### src/rtl/rem_pkg.sv
// Shared types for the remainder unit: controller states and ALU operations.
package rem_pkg;
    typedef enum logic [2:0] {
        ST_IDLE,
        ST_NORM,
        ST_SUB,
        ST_FIX,
        ST_SHR,
        ST_FIN
    } rem_state_t;

    typedef enum logic {
        OP_SUB,
        OP_ADD
    } alu_op_t;
endpackage

### src/rtl/rem_alu.sv
// Combinational adder/subtractor for the working register.
// Assumes: the working value is DW+1 bits wide and the divisor is DW bits, unsigned.
module rem_alu
    import rem_pkg::*;
#(
    parameter int DW = 8
) (
    input  logic [DW:0]   w,
    input  logic [DW-1:0] d,
    input  alu_op_t       op,
    output logic [DW:0]   res
);
    logic [DW:0] d_ext;

    // zero-extend the divisor to the working width
    assign d_ext = {1'b0, d};

    // select the trial subtract or the restoring add
    always_comb begin
        if (op == OP_ADD) res = w + d_ext;
        else              res = w - d_ext;
    end
endmodule

### src/rtl/rem_counter.sv
// Up/down shift counter that counts normalising shifts and then walks them back.
// Assumes: synchronous active-low reset, and the count changes only while en or clr is high.
module rem_counter #(
    parameter int CW = 3
) (
    input  logic          clk,
    input  logic          rst_n,
    input  logic          clr,
    input  logic          en,
    input  logic          down,
    output logic [CW-1:0] cnt,
    output logic          at_zero,
    output logic          at_max
);
    // hold, clear, or step the count
    always_ff @(posedge clk) begin
        if (!rst_n)     cnt <= '0;
        else if (clr)   cnt <= '0;
        else if (en)    cnt <= down ? cnt - 1'b1 : cnt + 1'b1;
    end

    // flags used by the controller
    assign at_zero = (cnt == '0);
    assign at_max  = (cnt == {CW{1'b1}});
endmodule

### src/rtl/rem_ctrl.sv
// Controller: sequences load, normalise, subtract/restore, shift-back and finish.
// Assumes: the status inputs come from registers, and start is ignored outside idle.
module rem_ctrl
    import rem_pkg::*;
(
    input  logic    clk,
    input  logic    rst_n,
    input  logic    start,
    input  logic    d_msb,
    input  logic    w_sign,
    input  logic    c_zero,
    input  logic    c_max,
    output logic    load,
    output logic    d_shl,
    output logic    d_shr,
    output logic    w_en,
    output alu_op_t alu_op,
    output logic    c_clr,
    output logic    c_en,
    output logic    c_down,
    output logic    done,
    output logic    busy
);
    rem_state_t state, state_nx;

    // state register
    always_ff @(posedge clk) begin
        if (!rst_n) state <= ST_IDLE;
        else        state <= state_nx;
    end

    // next state and control word
    always_comb begin
        state_nx = state;
        load     = 1'b0;
        d_shl    = 1'b0;
        d_shr    = 1'b0;
        w_en     = 1'b0;
        alu_op   = OP_SUB;
        c_clr    = 1'b0;
        c_en     = 1'b0;
        c_down   = 1'b0;
        done     = 1'b0;
        unique case (state)
            ST_IDLE: begin
                if (start) begin
                    load     = 1'b1;
                    c_clr    = 1'b1;
                    state_nx = ST_NORM;
                end
            end
            ST_NORM: begin
                if (d_msb)      state_nx = ST_SUB;
                else if (c_max) state_nx = ST_FIN;
                else begin
                    d_shl = 1'b1;
                    c_en  = 1'b1;
                end
            end
            ST_SUB: begin
                w_en     = 1'b1;
                alu_op   = OP_SUB;
                state_nx = ST_FIX;
            end
            ST_FIX: begin
                if (w_sign) begin
                    w_en   = 1'b1;
                    alu_op = OP_ADD;
                end
                state_nx = c_zero ? ST_FIN : ST_SHR;
            end
            ST_SHR: begin
                d_shr    = 1'b1;
                c_en     = 1'b1;
                c_down   = 1'b1;
                state_nx = ST_SUB;
            end
            ST_FIN: begin
                done     = 1'b1;
                state_nx = ST_IDLE;
            end
            default: state_nx = ST_IDLE;
        endcase
    end

    assign busy = (state != ST_IDLE);
endmodule

### src/rtl/restoring_rem.sv
// Top: restoring remainder unit with a normalising divisor shift and no quotient.
// Assumes: unsigned operands; a zero divisor ends once the shift counter is full
// and leaves the dividend as the result.
module restoring_rem #(
    parameter int DW = 8
) (
    input  logic          clk,
    input  logic          rst_n,
    input  logic          start,
    input  logic [DW-1:0] dividend,
    input  logic [DW-1:0] divisor,
    output logic          done,
    output logic [DW-1:0] remainder
);
    import rem_pkg::*;

    localparam int CW = $clog2(DW);

    logic [DW:0]   w_q;
    logic [DW:0]   alu_res;
    logic [DW-1:0] d_q;
    logic          load, d_shl, d_shr, w_en;
    logic          c_clr, c_en, c_down, c_zero, c_max;
    logic          busy;
    alu_op_t       alu_op;
    logic [CW-1:0] cnt;

    rem_ctrl u_ctrl (
        .clk    (clk),
        .rst_n  (rst_n),
        .start  (start),
        .d_msb  (d_q[DW-1]),
        .w_sign (w_q[DW]),
        .c_zero (c_zero),
        .c_max  (c_max),
        .load   (load),
        .d_shl  (d_shl),
        .d_shr  (d_shr),
        .w_en   (w_en),
        .alu_op (alu_op),
        .c_clr  (c_clr),
        .c_en   (c_en),
        .c_down (c_down),
        .done   (done),
        .busy   (busy)
    );

    rem_alu #(.DW(DW)) u_alu (
        .w   (w_q),
        .d   (d_q),
        .op  (alu_op),
        .res (alu_res)
    );

    rem_counter #(.CW(CW)) u_cnt (
        .clk     (clk),
        .rst_n   (rst_n),
        .clr     (c_clr),
        .en      (c_en),
        .down    (c_down),
        .cnt     (cnt),
        .at_zero (c_zero),
        .at_max  (c_max)
    );

    // working register: load the dividend or take the ALU result
    always_ff @(posedge clk) begin
        if (!rst_n)    w_q <= '0;
        else if (load) w_q <= {1'b0, dividend};
        else if (w_en) w_q <= alu_res;
    end

    // divisor register: load, shift left to normalise, shift right to restore
    always_ff @(posedge clk) begin
        if (!rst_n)     d_q <= '0;
        else if (load)  d_q <= divisor;
        else if (d_shl) d_q <= {d_q[DW-2:0], 1'b0};
        else if (d_shr) d_q <= {1'b0, d_q[DW-1:1]};
    end

    assign remainder = w_q[DW-1:0];
endmodule

### config.mk
export PLATFORM = sky130hd
export DESIGN_NAME = restoring_rem
export DESIGN_NICKNAME = d
export VERILOG_FILES = /design/src/rtl/rem_pkg.sv /design/src/rtl/rem_alu.sv /design/src/rtl/rem_counter.sv /design/src/rtl/rem_ctrl.sv /design/src/rtl/restoring_rem.sv
export SDC_FILE = /design/constraint.sdc
export NUM_CORES = 1
export LEC_CHECK = 0
export BUFFER_PORTS_ARGS = -buffer_cell sky130_fd_sc_hd__buf_2
export CORE_ASPECT_RATIO = 1.75
export CORE_MARGIN = 4
export CORE_UTILIZATION = 50
export DETAILED_ROUTE_END_ITERATION = 7
export GPL_TIMING_DRIVEN = 0
export PLACE_DENSITY_LB_ADDON = 0.3
export SYNTH_ARGS = -nofsm -noshare
export SYNTH_HDL_FRONTEND = slang
export SYNTH_SLANG_ARGS = --single-unit
### constraint.sdc
create_clock -name clk -period 3.4 [get_ports clk]
set_clock_uncertainty 0.05 [all_clocks]
set_input_delay 0.68 -clock clk [delete_from_list [all_inputs] [get_ports clk]]
set_output_delay 0.68 -clock clk [all_outputs]
set_load 0.05 [all_outputs]
==> summary.txt <==
Global routing
  – Largest net degree at the start of global routing: 13
  – Total track usage: a little over a fifth
  – Initial antenna violation count: 0
  – Vias in the first global route: around 1700
  – Gr ovfl total: 0
  – First-pass GRT wire length: 7230 um

Synthesis
  – Syn avg cell area: around 7.8 sq um
  – #FFs+latches synth: 23
  – Synth Instances: 222
  – Post-synth cell types: 52
  – Yosys warns: 0
  – Main flop type after synthesis: dfxtp_1
  – Post-synth EDFFs: 0
  – Synth async-reset ratio: 0%
  – Sequential area share after synthesis: 26.6%
  – Mapped Area: between 1500 and 2000 sq um
  – Syn Nets: roughly 250

Cells and area
  – Layout area overhead: 14.1%
  – Final #Nets: approximately 280
  – Layout cells sized above 1: 19.0%
  – Ant. Diodes: 0

Clock network
  – H-Tree Depth: 1
  – Clock Sinks: 23
  – CTS buffer count: 3
  – Root Driver: clkbuf_8
  – CTS tree: done
  – Clock slew at reported path FFs: approximately 0.080 ns
  – Clock buffer depth: 2
  – Worst-skew pair later-pin latency: between 0.2 and 0.3 ns
  – Hold buffer count at CTS: 0

Flow run
  – Max-Cap Viols: 0

Floorplanning
  – Die height: 85.9 um
  – I/O pin cnt: 28
  – Width of the die: 52.5 um
  – Core area: about 3400 sq um
  – Initial Util: 51.5%
  – Row count: 28
  – Die area: 4510 sq um

Place
  – Final HPWL DP: roughly 3300 um
  – Port-buffer cells: 27
  – Gpl congestion: around 0.84

STA
  – Maximum clock frequency: ~0.33 GHz
  – Worst Tran Pin Value: 0.582 ns
  – Final setup vio count: 0
  – Max Slew Vio Count: 0
  – RSZ-0062 raised after global routing: false
  – Final Hold Viols: 0
  – Setup TNS: 0 ns
  – Final worst path period need: 3.07 ns
  – Hold slack: approximately 0.43 ns
  – Worst rel slew slack: roughly 60%
  – Tcrit/Tclk final: 90.4%

Critical path
  – Kind of critical path: reg -> reg
  – Path depth of the worst reg2reg path: 13
  – Arrival @ worst endpoint: 3.23 ns
  – Crit-path max FO: 9
  – Setup crit end kind: flop
  – Crit path launch type: flop
  – CP required: 3.56 ns

Min path
  – Hold path depth: 2
  – Hold WC Path Type: reg -> reg

Pwr
  – Leak: 0.000826 uW
  – VDD IR max: between 0.3 and 0.4 mV
  – Pwr per Cell Area: ~500 nW/um^2

Routing
  – Routed WL: ~4200 um
  – DR iter-0 viols: 54
  – Drc violations: 0
  – DR vias/cell: approximately 5.8
  – Antenna Nets Post-Route: 0
  – WL per Instance: 14.3 um
  – Routed via count: ~1700
  – Drt pass-1 iters: 4

Outcome
  – Run status: complete, no violations
critical path, cell delays in order (launching register included):
cell and delay [ns]:
dfxtp_1 0.31, buf_2 0.20, nor2b_4 0.22, nand2_1 0.12, nor2_4 0.18, mux2_2 0.38
inv_1 0.09, fa_1 0.26, nor2b_4 0.06, o31a_1 0.29, o41ai_4 0.43, xnor2_1 0.16
nand4_1 0.12, a31oi_1 0.13
layout make-up:
| class | count | area [sq um] |
|---|---|---|
| sequential | 23 | 460 |
| fill | 360 | 1390 |
| inverter | 12 | 45.0 |
| timing repair buffer | 27 | 135 |
| buffer | 11 | 52.6 |
| clock buffer | 4 | 45.0 |
| multi-input combinational | 176 | 1180 |
| tap | 45 | 56.3 |
sequential cells by signal, indices dropped and copies added (netlist names):
name / cells
d_q: 8
u_cnt.cnt: 3
u_ctrl.state: 3
w_q: 9
power by group:
group | total (uW) | switching, uW | internal [uW] | leakage, uW
Clock | 181 | 96.8 | 84.1 | 0.0000228
Combinational | 505 | 299 | 207 | 0.000615
Sequential | 327 | 27.8 | 300 | 0.000189
Total | 1010 | 423 | 591 | 0.000826
placed cells by master, fill, tap and decap left out, types with 3 or more instances in the layout:
cell,instances
o21ai_0,7
ha_1,9
clkbuf_1,8
buf_2,30
clkbuf_8,3
nor2_1,22
nand2_1,23
nor2b_1,3
xnor2_1,5
nand3_1,13
nor3_1,3
o22ai_1,6
a31oi_1,5
dfxtp_1,23
xor2_1,8
a22oi_1,3
a21oi_1,23
a211oi_1,3
o221ai_1,3
inv_1,11
per-stage QoR:
step                worst slack (ns)  cell area (sq um)  std cells  utilization, %  total power, uW
floorplan                      0.538               1730        222               -              738
global placement               0.196               1920        294            57.2              829
detailed placement             0.156               1920        294            57.2              839
CTS                            0.145               1970        298            58.5             1020
global route                  0.0237               1980        298            58.7             1090
finish                         0.328               1980        298            58.7             1010
layer usage:
| metal | part of all wire [%] | vias to the layer above | global-route usage (%) |
|---|---|---|---|
| met5 | 0 | - | 0 |
| met4 | 3.0 | 0 | 9.53 |
| met3 | 4.8 | 12 | 1.74 |
| met2 | 55 | 46 | 37.3 |
| met1 | 38 | 801 | 24.3 |
| li1 | - | 858 | - |
path summary, 6_finish.rpt:
check / startpoint / endpoint / slack, ns
max: u_ctrl.state[1] / w_q[8] / 0.33
min: w_q[0] / w_q[0] / 0.43
max reg2reg: u_ctrl.state[1] / w_q[8] / 0.33
min reg2reg: w_q[0] / w_q[0] / 0.43
synth_stat cells, drive strengths merged (2+ instances only):
master	n	area, sq um
buf	4	26.3
nand3	14	82.6
nand2b	2	12.5
fa	2	40.0
a211oi	3	22.5
and2	3	18.8
inv	12	45.0
ha	9	113
nor4	2	12.5
a22oi	3	22.5
o22ai	6	37.5
clkbuf	7	26.3
o21ai	8	40.0
a21o	2	15.0
o31ai	2	15.0
dfxtp	23	460
xnor2	5	43.8
nor2b	5	46.3
a21boi	3	26.3
nand2	25	104
nor3	4	25.0
xor2	8	70.1
nor2	23	86.3
a21oi	23	115
o221ai	3	26.3
a31oi	5	31.3
what timing repair did:
action                                  in CTS  in global routing
endpoints found under the setup margin       0                  1
gates resized for setup                      0                  2
hold endpoints to repair                     0                  0
setup buffers                                0                  0
cell families after synthesis:
logic type	share of synthesized area (%)
compound gates	25.9
xor+xnor	6.58
fa+ha+maj	8.82
buf+inv	5.64
flops	26.6
mux	0.650
simple gates	25.9
(Power assumes the default switching activity.)
